==> src/rtl/shadow_sense_pkg.sv <==
package shadow_sense_pkg;
  function automatic int unsigned idx_bits(int unsigned n);
    return (n < 2) ? 1 : $clog2(n);
  endfunction
endpackage

==> src/rtl/sense_stage.sv <==
module sense_stage #(
  parameter int unsigned WIDTH = 8
) (
  input  logic             clk_i,
  input  logic             rst_ni,
  input  logic             cap_i,
  input  logic             shd_i,
  input  logic [WIDTH-1:0] d_i,
  output logic [WIDTH-1:0] q_o,
  output logic             diff_o
);
  logic [WIDTH-1:0] func_q;
  logic [WIDTH-1:0] shad_q;

  always_ff @(posedge clk_i or negedge rst_ni) begin
    if (!rst_ni)    func_q <= '0;
    else if (cap_i) func_q <= d_i;
  end

  // delayed sample of the same combinational word
  always_ff @(posedge clk_i or negedge rst_ni) begin
    if (!rst_ni)    shad_q <= '0;
    else if (shd_i) shad_q <= d_i;
  end

  assign q_o    = func_q;
  assign diff_o = |(func_q ^ shad_q);
endmodule

==> src/rtl/sense_prio.sv <==
module sense_prio #(
  parameter int unsigned N_REQ = 4,
  parameter int unsigned IW    = 2
) (
  input  logic [N_REQ-1:0] req_i,
  output logic             any_o,
  output logic [IW-1:0]    idx_o
);
  always_comb begin
    idx_o = '0;
    for (int i = N_REQ - 1; i >= 0; i--) begin
      if (req_i[i]) idx_o = IW'(i);
    end
  end

  assign any_o = |req_i;
endmodule

==> src/rtl/sense_report.sv <==
module sense_report #(
  parameter int unsigned IW = 2
) (
  input  logic          clk_i,
  input  logic          rst_ni,
  input  logic          hit_i,
  input  logic [IW-1:0] hit_idx_i,
  input  logic          ack_i,
  output logic          err_o,
  output logic [IW-1:0] idx_o
);
  logic          err_q;
  logic [IW-1:0] idx_q;
  logic          take;

  // new report only when idle or being acknowledged
  assign take = hit_i && (!err_q || ack_i);

  always_ff @(posedge clk_i or negedge rst_ni) begin
    if (!rst_ni) begin
      err_q <= 1'b0;
      idx_q <= '0;
    end else if (take) begin
      err_q <= 1'b1;
      idx_q <= hit_idx_i;
    end else if (ack_i) begin
      err_q <= 1'b0;
      idx_q <= '0;
    end
  end

  assign err_o = err_q;
  assign idx_o = idx_q;
endmodule

==> src/rtl/shadow_err_sensor.sv <==
module shadow_err_sensor
  import shadow_sense_pkg::*;
#(
  parameter int unsigned N_STAGES = 4,
  parameter int unsigned WIDTH    = 8,
  localparam int unsigned NW      = N_STAGES * WIDTH,
  localparam int unsigned IDX_W   = idx_bits(N_STAGES)
) (
  input  logic             clk_i,
  input  logic             rst_ni,
  input  logic [NW-1:0]    data_i,
  input  logic             cap_i,
  input  logic             shadow_stb_i,
  input  logic             ack_i,
  output logic [NW-1:0]    data_o,
  output logic             err_o,
  output logic [IDX_W-1:0] err_stage_o
);
  logic                chk_q;
  logic [N_STAGES-1:0] stage_diff;
  logic [N_STAGES-1:0] mis_vec;
  logic                mis_any;
  logic [IDX_W-1:0]    mis_idx;

  // comparison window: cycle after shadow capture
  always_ff @(posedge clk_i or negedge rst_ni) begin
    if (!rst_ni) chk_q <= 1'b0;
    else         chk_q <= shadow_stb_i;
  end

  for (genvar s = 0; s < N_STAGES; s++) begin : g_stage
    sense_stage #(.WIDTH(WIDTH)) i_stage (
      .clk_i  (clk_i),
      .rst_ni (rst_ni),
      .cap_i  (cap_i),
      .shd_i  (shadow_stb_i),
      .d_i    (data_i[s*WIDTH +: WIDTH]),
      .q_o    (data_o[s*WIDTH +: WIDTH]),
      .diff_o (stage_diff[s])
    );
  end

  assign mis_vec = stage_diff & {N_STAGES{chk_q}};

  sense_prio #(.N_REQ(N_STAGES), .IW(IDX_W)) i_prio (
    .req_i (mis_vec),
    .any_o (mis_any),
    .idx_o (mis_idx)
  );

  sense_report #(.IW(IDX_W)) i_report (
    .clk_i     (clk_i),
    .rst_ni    (rst_ni),
    .hit_i     (mis_any),
    .hit_idx_i (mis_idx),
    .ack_i     (ack_i),
    .err_o     (err_o),
    .idx_o     (err_stage_o)
  );
endmodule

==> config.mk <==
export PLATFORM = sky130hd
export DESIGN_NAME = shadow_err_sensor
export DESIGN_NICKNAME = d
export VERILOG_FILES = /design/src/rtl/shadow_sense_pkg.sv /design/src/rtl/sense_stage.sv /design/src/rtl/sense_prio.sv /design/src/rtl/sense_report.sv /design/src/rtl/shadow_err_sensor.sv
export SDC_FILE = /design/constraint.sdc
export NUM_CORES = 1
export LEC_CHECK = 0
export ABC_CLOCK_PERIOD_IN_PS = 3500
export CAP_MARGIN = 5
export CORE_MARGIN = 1.5
export CORE_UTILIZATION = 40
export CTS_CLUSTER_SIZE = 8
export DETAILED_ROUTE_END_ITERATION = 8
export GPL_TIMING_DRIVEN = 1
export PLACE_DENSITY = 0.67
export REMOVE_ABC_BUFFERS = 1
export SETUP_SLACK_MARGIN = 0.2
export SYNTH_ARGS = -nofsm -noshare
export SYNTH_HDL_FRONTEND = slang
export SYNTH_SLANG_ARGS = --single-unit
==> constraint.sdc <==
create_clock -name clk_i -period 3.5 [get_ports clk_i]
set_clock_uncertainty 0.1 [all_clocks]
set_input_delay 0.875 -clock clk_i [delete_from_list [all_inputs] [get_ports clk_i]]
set_output_delay 0.875 -clock clk_i [all_outputs]
set_load 0.005 [all_outputs]
# Word-level counts from Yosys, hierarchy flattened
# Index checks and enable logic that the tools add are counted.
dict set report word_totals {
  romBits 0
  input_bits 37
  output_inout_bits 35
  elab_cells 33
  memories 0
  latchBits 0
  ramBits 0
  regBits 68
}
dict set report classes {
  mul 0
  reduce_logical 9
  add_sub_neg 0
  n_shift 0
  eq_ne 0
  n_div 0
  mux 8
  n_bitwise 5
  order_cmp 0
}
# cell n
set op_table {}
lappend op_table {{$reduce_or A8 Y1} 4}
lappend op_table {{$xor A8 B8 Y8} 4}
lappend op_table {{$mux W2} 6}
lappend op_table {{$and A4 B4 Y4} 1}
lappend op_table {{$reduce_or A4 Y1} 1}
lappend op_table {{$mux W1} 2}
lappend op_table {{$reduce_bool A2 Y1} 1}
lappend op_table {{$logic_and A1 B1 Y1} 1}
lappend op_table {{$logic_not A1 Y1} 1}
lappend op_table {{$logic_or A1 B1 Y1} 1}

# Longest topological paths before layout
# Gate-level depths: netlist of run 1.
dict set report depth {
  word_depth 8
  mapped_depth 5
  ltp_nobuf 5
}

# Hierarchy
# From an unflattened synthesis of run 1, not the netlist that was laid out.
dict set report unflattened {
  cells_unflattened 204
  area_unflattened_um2 2922.8
}
# mod seq_area_each_um2 n_inst area_each_um2 cells_per_inst
set modules_own_cells {}
lappend modules_own_cells {sense_stage 400.4 4 676.9 45}
lappend modules_own_cells {sense_report 75.1 1 130.1 12}
lappend modules_own_cells {shadow_err_sensor 25.0 1 50.0 5}
lappend modules_own_cells {sense_prio 0.0 1 35.0 7}

# Worst setup path before layout of run 1
# No wires, ideal clock.
dict set report synth_path {
  path_type {input to register}
  startpoint {input shadow_stb_i}
  endpoint {register g_stage[0].i_stage.shad_q[1]}
  path_buffers 2
  slack_ps 1682
  t_arrival_ps 1593
  cell_stages 3
  required_ps 3275
  setup_time_ps 125
  path_cell_list {clkbuf_1 > buf_2 > mux2_2}
}
# element line
set synth_lines {}
lappend synth_lines {{from (decl)} shadow_err_sensor.sv:13} ;# input logic shadow_stb_i,
lappend synth_lines {{to (signal assigned)} sense_stage.sv:23} ;# else if (shd_i) shad_q <= d_i;
lappend synth_lines {{to (decl)} sense_stage.sv:13} ;# logic [WIDTH-1:0] shad_q;
# No word-level cell between the ends.

# Worst setup path after layout of run 1
dict set report layout_path {
  startpoint {register g_stage[2].i_stage.func_q[4]}
  endpoint {output data_o[20]}
}
# element line
set layout_lines {}
lappend layout_lines {{from (decl)} sense_stage.sv:12} ;# logic [WIDTH-1:0] func_q;
lappend layout_lines {{from (signal assigned)} sense_stage.sv:17} ;# else if (cap_i) func_q <= d_i;
lappend layout_lines {{to (decl)} shadow_err_sensor.sv:15} ;# output logic [NW-1:0] data_o,
# No word-level cell between the ends.

==> key figures, run 1 <==
Detailed routing
  – Iteration-0 DRC Markers: 28
  – Drt pass-1 iters: 3
  – Vias: 1,806
  – Drt wl/cell: 14.6 um
  – WL final: 5540 um
  – DRC Markers: 0
  – Via/cell ratio: 4.78
  – Antenna-violating nets left: 0

Global routing
  – Met1 Resource Use GR: 20.2%
  – Met2 usage: 24.0%
  – First-pass GRT wire length: 9000 um
  – Vias in the first global route: 1,889
  – Initial antenna violation count: 0
  – Pin count of the biggest net entering global routing: 34
  – Gr busiest metal: met2
  – Total gr overflow: 0
  – GRT Total Usage: 15.4%
  – Met3 Use GR: 3.73%

Clocking
  – Hold-fix buffers, CTS: 0
  – CTS tree: yes
  – CTS resizes: 0
  – Clock H-tree levels: 3
  – Root Driver: clkbuf_8
  – TritonCTS Buffers: 9
  – Worst-case clock buffer depth: 2
  – Clock sinks: 68
  – # Post-CTS Setup Buffers: 0
  – Insertion delay to the later sink of the worst-skew pair: 330 ps
  – Clock slew at reported path FFs: 70 ps

Critical path
  – Crit. End Element: primary output
  – Crit-path leading delay family: buffers and inverters
  – Cell chain of the critical path: clkdlybuf4s50_1
  – Critical path's slowest cell: clkdlybuf4s50_1
  – CP Class: flip-flop to primary output
  – CP bufs+invs: 1
  – Req. time, crit path: 2520 ps
  – Crit path from: g_stage[2].i_stage.q_o[4]$_DFFE_PN0P_
  – Reg-to-reg startpoint: g_stage[3].i_stage.shad_q[2]$_DFFE_PN0P_
  – Arrival time worst endpoint: 1250 ps
  – Max incr delay on CP: 510 ps
  – Startpoint Class: flip-flop
  – Critical-path maximum fanout: 3

STA
  – RSZ-0062 raised after global routing: no
  – Rel. slew slack: 46.0%
  – Total negative setup slack: 0 ps
  – Minimum clock period: 2220 ps
  – Final Hold Fails: 0
  – Actual slew at the worst max-slew pin: 810 ps
  – Max Freq: 0.450 GHz
  – Max-slew violation count: 0
  – Final Setup Violations: 0
  – Fin crit share: 63.5%

Run status
  – Status: completed

Synth
  – Syn avg cell area: 14.9 sq um
  – Synth Register Bits: 68
  – Yosys Warn Count: 0
  – Cells after Synth: 197
  – Cell Area, Synth: 0.00293 sq mm
  – Post-synthesis cell type count: 21
  – Seq/Total Area, Yosys: 58.0%

Floorplan
  – IO Pins: 72
  – Initial Util: 40.9%
  – Chip height: 88.6 um
  – FP Rows: 31
  – Die footprint: 0.00785 sq mm
  – Core Area: 0.00718 sq mm
  – Width of the die: 88.6 um

Place
  – Routability Congestion: 0.744
  – HPWL Detailed: 3790 um
  – I/O Buffers: 71
  – Placed cells: 362
  – DP Area: 0.00374 sq mm

Run
  – Number of max-cap violations: 0

Pwr
  – Static leakage: 0.00158 uW
  – Pwr Density: 481 mW/mm^2
  – Max VDD drop: 0.227 mV

Final layout
  – Layout area overhead: 34.5%
  – Cell area after layout: 0.00394 sq mm
  – Layout cells sized above 1: 31.2%
  – Final nets: 311
  – Final Non-Filler Cells: 378
  – Diode count: 0
  – Final-layout fill cell count: 638

Min path
  – Hold Path Class: input port to async pin
## path summary, 6_finish.rpt
| path | slack [ps] | cells after the start | to |
|---|---|---|---|
| max | 1280 | 1 | data_o[20] |
| min | 410 | 1 | g_stage[1].i_stage.q_o[7]$_DFFE_PN0P_ |
| min in group clk_i | 420 | 1 | i_report.err_o$_DFFE_PN0P_ |
| max reg2reg | 1830 | 5 | i_report.idx_o[0]$_DFFE_PN0P_ |
| max in group asynchronous | 2160 | 2 | g_stage[3].i_stage.shad_q[4]$_DFFE_PN0P_ |
| min reg2reg | 420 | 1 | i_report.err_o$_DFFE_PN0P_ |
## flip-flops by register name (all words and copies together), names as in the netlist
register	cells
chk_q	1
g_stage.i_stage.q_o	32
g_stage.i_stage.shad_q	32
i_report.err_o	1
i_report.idx_o	2
## layout make-up
class | count | area (sq um) | area share (%)
timing repair buffer | 74 | 723 | 18.3
clock inverter | 5 | 50.0 | 1.27
sequential | 68 | 1700 | 43.1
inverter | 3 | 11.3 | 0.286
multi-input combinational | 118 | 1180 | 30.0
tap | 99 | 124 | 3.14
clock buffer | 11 | 151 | 3.84
## stage by stage
stage	worst slack, ps	power [uW]	util (%)	hold slack, ps
detailed placement	1120	1270	52.2	404
global route	1210	1990	55.0	441
global placement	1130	1260	52.2	392
finish	1280	1900	55.0	407
CTS	1260	1930	55.0	413
floorplan	1940	1090	-	380
## power breakdown
group / switching [uW] / total [uW] / internal [uW]
Sequential: 60.8 / 923 / 862
Combinational: 111 / 325 / 214
Clock: 287 / 650 / 363
## cell usage in the layout, fill, tap and decap left out, types with 2 or more instances in the layout
cell,instances
inv_1,3
mux2_2,60
nand4_1,6
clkdlybuf4s50_1,69
buf_4,3
dfrtp_1,68
nand2_1,2
buf_2,2
nand4_2,2
clkinv_2,4
mux2_1,4
xnor2_1,32
nor2_1,2
clkbuf_8,11
## logic make-up after synthesis
kind of cell | count (synthesis) | share of synthesized area, %
XOR/XNOR | 32 | 9.56
multiplexers | 64 | 24.6
AND/OR/NAND/NOR | 15 | 4.01
AO/OA/AOI/OAI | 7 | 2.18
flip-flops | 68 | 58.0
buffers and inverters | 11 | 1.66
## metal layers
metal  vias up  wire, um
met2        47      2560
met1       895      2560
met4         0       102
li1        854         -
met5         -         0
met3        10       309
## Yosys cell counts
cell	count	share of area [%]
a21oi_1	1	0.17
a22o_1	1	0.30
nor4_4	1	0.73
nand2_1	2	0.26
o2bb2ai_1	1	0.30
nand4_1	6	1.3
clkbuf_1	2	0.26
xnor2_1	32	9.6
o32ai_2	1	0.55
buf_2	6	1.0
inv_1	3	0.38
dfrtp_1	68	58
mux2_2	60	23
nand4_2	2	0.85
mux2_1	4	1.5
a32o_1	1	0.34
nor4_2	1	0.43
nor2_1	2	0.26
or3_1	1	0.21
o31a_2	1	0.34
o21ai_0	1	0.17
(Power assumes the default switching activity.)
==> run 2: changes to the inputs <==
Settings changed: ABC_CLOCK_PERIOD_IN_PS 3500 to 2300.
Clock period 3.5 ns to 2.3 ns, I/O delays scaled along.
==> run 2 against run 1 <==
  * Sequential share of layout area fell by 0.50 points
  * Design area increased by 1.2%
  * Power rose by 53%
  * Critical path depth unchanged
  * Sequential power grew 52%
  * Final cell count up 0.26%
  * Setup slack got worse by 900 ps
  * Hold slack got worse by 360 ps
  * Die area stayed put
==> key figures, run 2 (synthesized netlist as in run 1, its figures left out) <==
Run status
  – Status: completed

Floorplan
  – FP Rows: 31 (unchanged)
  – Width of the die: 88.6 um (unchanged)
  – Die footprint: 0.00785 sq mm (unchanged)
  – IO Pins: 72 (unchanged)
  – Initial Util: 40.9% (unchanged)
  – Chip height: 88.6 um (unchanged)
  – Core Area: 0.00718 sq mm (unchanged)

Clocking
  – Root Driver: clkbuf_8
  – CTS resizes: 0 (unchanged)
  – # Post-CTS Setup Buffers: 0 (unchanged)
  – TritonCTS Buffers: 9 (unchanged)
  – Clock slew at reported path FFs: 70 ps (about the same)
  – CTS tree: yes
  – Worst-case clock buffer depth: 2 (unchanged)
  – Clock H-tree levels: 3 (unchanged)
  – Insertion delay to the later sink of the worst-skew pair: 330 ps (about the same)
  – Clock sinks: 68 (unchanged)
  – Hold-fix buffers, CTS: 0 (unchanged)

STA
  – Final setup margin: 377 ps (-899 ps)
  – Max Freq: 0.520 GHz
  – Minimum clock period: 1920 ps
  – Max-slew violation count: 0 (unchanged)
  – Final Hold Fails: 0 (unchanged)
  – Actual slew at the worst max-slew pin: 370 ps (-440 ps)
  – Final Setup Violations: 0 (unchanged)
  – RSZ-0062 raised after global routing: no
  – Total negative setup slack: 0 ps (unchanged)
  – Rel. slew slack: 75.3% (+29 points)
  – Fin crit share: 83.6%

Final layout
  – Most frequent cells in the layout: 69 x clkdlybuf4s50_1, 68 x dfrtp_1, 60 x mux2_2
  – Final-layout fill cell count: 625 (-2.0%)
  – Register area: 0.00170 sq mm (unchanged)
  – Layout area overhead: 36.0%
  – Final nets: 312 (+0.32%)
  – Area occupied by multi-input gates: 0.00118 sq mm (unchanged)
  – Layout cells sized above 1: 31.1% (-0.11 points)
  – Diode count: 0 (unchanged)
  – Most common cell after layout, fill and taps aside: clkdlybuf4s50_1

Min path
  – Hold Path Class: input port to async pin

Critical path
  – Crit-path leading delay family: buffers and inverters
  – Critical path's slowest cell: clkdlybuf4s50_1
  – CP bufs+invs: 1 (unchanged)
  – Max incr delay on CP: 520 ps (about the same)
  – Crit. End Element: primary output
  – Req. time, crit path: 1620 ps (-900 ps)
  – CP Class: flip-flop to primary output
  – Arrival time worst endpoint: 1250 ps (about the same)
  – Cell chain of the critical path: clkdlybuf4s50_1
  – Startpoint Class: flip-flop
  – Critical-path maximum fanout: 3 (unchanged)

Detailed routing
  – Vias: 1,807 (+0.055%)
  – DRC Markers: 0 (unchanged)
  – Met2 WL post-DR: 2540 um (-0.70%)
  – Drt pass-1 iters: 4 (+1)
  – Antenna-violating nets left: 0 (unchanged)
  – Max layer used: met4
  – Drt wl/cell: 14.3 um (-2.2%)
  – Met1 wire length: 2560 um (about the same)
  – Via/cell ratio: 4.77 (-0.21%)
  – WL final: 5430 um (-2.0%)
  – Wire length on met3: 259 um (-16%)
  – Iteration-0 DRC Markers: 34 (+21%)

Global routing
  – Total gr overflow: 0 (unchanged)
  – Pin count of the biggest net entering global routing: 41 (+21%)
  – Vias in the first global route: 1,900 (+0.58%)
  – GRT Total Usage: 15.5% (+0.096 points)
  – Initial antenna violation count: 0 (unchanged)
  – First-pass GRT wire length: 9030 um (+0.31%)

Place
  – Routability Congestion: 0.754 (+1.4%)
  – HPWL Detailed: 3790 um (+0.19%)
  – Pre-CTS setup slack: 377 ps (-741 ps)
  – I/O Buffers: 71 (unchanged)

Run
  – Number of max-cap violations: 0 (unchanged)

Pwr
  – Static leakage: 0.00159 uW (+0.77%)
  – Sequential share of power: 48.5% (about the same)
  – Pwr Density: 726 mW/mm^2 (+51%)
  – Sw Ratio: 24.0% (-0.13 points)
  – Combinational fraction of design power: 17.3% (+0.2 points)
  – Clock network power share: 34.2% (about the same)
  – Psw: 696 uW (+52%)
  – Internal: 2200 uW (+53%)
  – Max VDD drop: 0.363 mV (+60%)
run 2: worst paths after layout:
path                                                          start                                  endpoint  slack [ps]  cells after the start
setup / recovery              g_stage[1].i_stage.q_o[7]$_DFFE_PN0P_                                data_o[15]         380                      1
hold / removal                                               rst_ni     g_stage[1].i_stage.q_o[2]$_DFFE_PN0P_          50                      1
setup reg to reg              g_stage[3].i_stage.q_o[0]$_DFFE_PN0P_             i_report.idx_o[1]$_DFFE_PN0P_         630                      5
hold reg to reg            g_stage[0].i_stage.shad_q[4]$_DFFE_PN0P_  g_stage[0].i_stage.shad_q[4]$_DFFE_PN0P_         420                      1
max in group asynchronous                                    rst_ni     g_stage[0].i_stage.q_o[6]$_DFFE_PN0P_        1520                      2
min in group clk_i         g_stage[0].i_stage.shad_q[4]$_DFFE_PN0P_  g_stage[0].i_stage.shad_q[4]$_DFFE_PN0P_         420                      1
run 2: final cells by class:
type	instances	area share, %
Sequential cell	68	42.6
Clock inverter	4	1.19
Timing Repair Buffer	75	19.3
Multi-Input combinational cell	118	29.6
Tap cell	99	3.10
Clock buffer	12	3.89
Inverter	3	0.282
run 2: metrics by stage:
stage                     instances  hold WS [ps]  util, %  power (uW)  cell area, sq um
after floorplan                 189           179        -        1650              2900
after global placement          363           391     52.8        1930              3790
after detailed placement        363           398     52.8        1940              3790
after CTS                       379          43.3     55.6        2940              3990
after global routing            379          51.5     55.6        3050              3990
final                           379          46.5     55.6        2900              3990
run 2: per-layer routing:
layer,track usage (%),vias to the layer above
li1,-,854
met1,20.6,896
met2,23.8,52
met3,4.94,5
met4,5.97,0
met5,0,-
run 2: power by group through the flow:
stage | combinational, uW | sequential, uW | clock, uW
5_1_grt | 552 | 1420 | 1080
2_1_floorplan | 235 | 1420 | 0
6_report | 502 | 1400 | 992
3_5_place_dp | 511 | 1430 | 0
3_3_place_gp | 505 | 1420 | 0
4_1_cts | 513 | 1410 | 1020
==> run 3: changes to the inputs <==
Settings changed: ABC_CLOCK_PERIOD_IN_PS 2300 to 1800.
Clock period 2.3 ns to 1.8 ns, I/O delays scaled along.
==> run 3 against run 2 <==
  * Clock-buffer cell count unchanged
  * Design area up 4.8%
  * Sequential cell count stayed put
  * Sequential share of layout area decreased by 2.0 points
  * Power rose by 22%
  * Register-to-register slack worse by 540 ps
  * Core utilization rose by 2.7 points
  * Setup slack lost 290 ps
  * Critical endpoint is now i_report.idx_o[0]$_DFFE_PN0P_
==> key figures, run 3 (synthesized netlist as in run 1, its figures left out) <==
Detailed routing
  – Antenna-violating nets left: 0 (unchanged)
  – Via/cell ratio: 4.70 (-1.4%)
  – Vias: 1,903 (+5.3%)
  – Iteration-0 DRC Markers: 48 (+41%)
  – WL final: 5700 um (+5.0%)
  – Drt pass-1 iters: 4 (unchanged)
  – Drt wl/cell: 14.1 um (-1.8%)
  – DRC Markers: 0 (unchanged)

Critical path
  – Arrival time worst endpoint: 1850 ps (+600 ps)
  – Reg-to-reg startpoint: g_stage[1].i_stage.q_o[4]$_DFFE_PN0P_
  – Setup slack, reg-to-reg: 90 ps (-540 ps)
  – Req. time, crit path: 1930 ps (+310 ps)
  – CP Class: flip-flop to flip-flop
  – Crit. End Element: flip-flop
  – R2R depth: 6 (+1)
  – Startpoint Class: flip-flop
  – Worst R2R End: i_report.idx_o[0]$_DFFE_PN0P_
  – Critical-path maximum fanout: 3 (unchanged)

Floorplan
  – FP Rows: 31 (unchanged)
  – Core Area: 0.00718 sq mm (unchanged)
  – Width of the die: 88.6 um (unchanged)
  – IO Pins: 72 (unchanged)
  – Chip height: 88.6 um (unchanged)
  – Die footprint: 0.00785 sq mm (unchanged)
  – Initial Util: 40.9% (unchanged)

Final layout
  – Area occupied by multi-input gates: 0.00125 sq mm (+6.1%)
  – Register area: 0.00170 sq mm (unchanged)
  – Final-layout fill cell count: 607 (-2.9%)
  – Final nets: 342 (+9.6%)
  – Layout area overhead: 42.6%
  – Layout cells sized above 1: 40.8% (+9.8 points)
  – Most frequent cells in the layout: 68 x dfrtp_1, 60 x mux2_2, 34 x clkdlybuf4s50_1
  – Most common cell after layout, fill and taps aside: dfrtp_1
  – Diode count: 0 (unchanged)
  – Cell area after layout: 0.00418 sq mm (+4.8%)

STA
  – RSZ-0062 raised after global routing: yes
  – Final Setup Violations: 0 (unchanged)
  – Hold_ws: 16.6 ps (-29.9 ps)
  – Max-slew violation count: 0 (unchanged)
  – Rel. slew slack: 74.7% (-0.65 points)
  – Actual slew at the worst max-slew pin: 380 ps (+9.71 ps)
  – Max Freq: 0.584 GHz
  – Fin crit share: 95.2%
  – Minimum clock period: 1710 ps
  – Final Hold Fails: 0 (unchanged)

Global routing
  – Vias in the first global route: 1,990 (+4.7%)
  – Total gr overflow: 0 (unchanged)
  – Pin count of the biggest net entering global routing: 69 (+68%)
  – First-pass GRT wire length: 9410 um (+4.2%)
  – Initial antenna violation count: 0 (unchanged)
  – GRT Total Usage: 16.1% (+0.53 points)

Pwr
  – Static leakage: 0.00181 uW (+14%)
  – Pwr Density: 846 mW/mm^2 (+17%)
  – Max VDD drop: 0.481 mV (+32%)
  – Total Power: 3540 uW (+22%)

Clocking
  – Insertion delay to the later sink of the worst-skew pair: 330 ps (about the same)
  – Clock H-tree levels: 3 (unchanged)
  – Clock sinks: 68 (unchanged)
  – TritonCTS Buffers: 9 (unchanged)
  – Worst-case clock buffer depth: 2 (unchanged)
  – CTS tree: yes
  – Root Driver: clkbuf_8
  – Clock slew at reported path FFs: 70 ps (about the same)
  – Hold-fix buffers, CTS: 0 (unchanged)

Place
  – HPWL Detailed: 3630 um (-4.3%)
  – Routability Congestion: 0.722 (-4.3%)
  – I/O Buffers: 71 (unchanged)
  – DP Area: 0.00378 sq mm (-0.20%)

Run
  – Number of max-cap violations: 0 (unchanged)

Run status
  – Status: completed

Min path
  – Hold Path Class: input port to async pin
==> run 3: changes by cell type in the layout (fill, tap and decap cells not counted), moves of 2 or more <==
| cell | previous run | this run |
|---|---|---|
| clkdlybuf4s50_1 | 69 | 34 |
| clkbuf_2 | 0 | 4 |
| clkdlybuf4s15_1 | 0 | 2 |
| buf_4 | 1 | 30 |
| clkinv_2 | 2 | 0 |
| buf_6 | 0 | 3 |
| xnor2_2 | 0 | 6 |
| xnor2_1 | 32 | 25 |
| dlygate4sd2_1 | 0 | 27 |
==> run 3: cell type report <==
type                            instances  share of cell area, %
Tap cell                               99                   2.96
Clock buffer                           12                   3.47
Timing Repair Buffer                  105                   22.6
Inverter                                3                  0.269
Multi-Input combinational cell        118                   30.0
Sequential cell                        68                   40.7
==> run 3: timing repair <==
action | CTS | global route
setup endpoints to repair | 38 | 9
pin swaps | 6 | 3
gates resized for setup | 43 | 16
setup buffers | 26 | 5
==> run 3: worst max path at each step <==
| stage | start | end | slack (ps) |
|---|---|---|---|
| after global routing | g_stage[1].i_stage.q_o[7]$_DFFE_PN0P_ | i_report.idx_o[0]$_DFFE_PN0P_ | -20 |
| after detailed placement | ack_i | i_report.idx_o[0]$_DFFE_PN0P_ | -7 |
| after CTS | g_stage[1].i_stage.q_o[3]$_DFFE_PN0P_ | i_report.idx_o[0]$_DFFE_PN0P_ | 80 |
| after global placement | cap_i | g_stage[2].i_stage.q_o[3]$_DFFE_PN0P_ | 20 |
| after floorplan | g_stage[1].i_stage.q_o[2]$_DFFE_PN0P_ | i_report.idx_o[0]$_DFFE_PN0P_ | 300 |
| final | g_stage[1].i_stage.q_o[4]$_DFFE_PN0P_ | i_report.idx_o[0]$_DFFE_PN0P_ | 90 |
==> run 3: per-layer routing <==
| metal | global-route usage (%) | wire length [um] | vias to the layer above |
|---|---|---|---|
| li1 | - | - | 908 |
| met1 | 20.4 | 2610 | 932 |
| met2 | 25.9 | 2700 | 54 |
| met3 | 4.01 | 296 | 9 |
| met4 | 7.24 | 92 | 0 |
| met5 | 0 | 0 | - |
==> run 3: metrics by stage <==
step	util (%)	worst slack (ps)	TNS (ps)	cells
6_report	58.3	86.3	0	405
5_1_grt	58.3	-24.0	-28.7	405
3_3_place_gp	52.7	20.0	0	362
2_1_floorplan	-	295	0	189
4_1_cts	57.7	80.0	0	400
3_5_place_dp	52.7	-6.74	-6.74	362
==> run 3: power by group <==
part           internal, uW  leakage, uW  switching (uW)
logic                   484     0.000937             274
clock network           508    0.0000743             498
registers              1680     0.000799            98.3
==> run 3: critical path, cell delays in order, from the launching register on <==
cell,delay (ps)
dfrtp_1,390
buf_6,130
xnor2_4,150
nand4_2,170
nor4_4,350
a21oi_1,120
o32ai_2,200
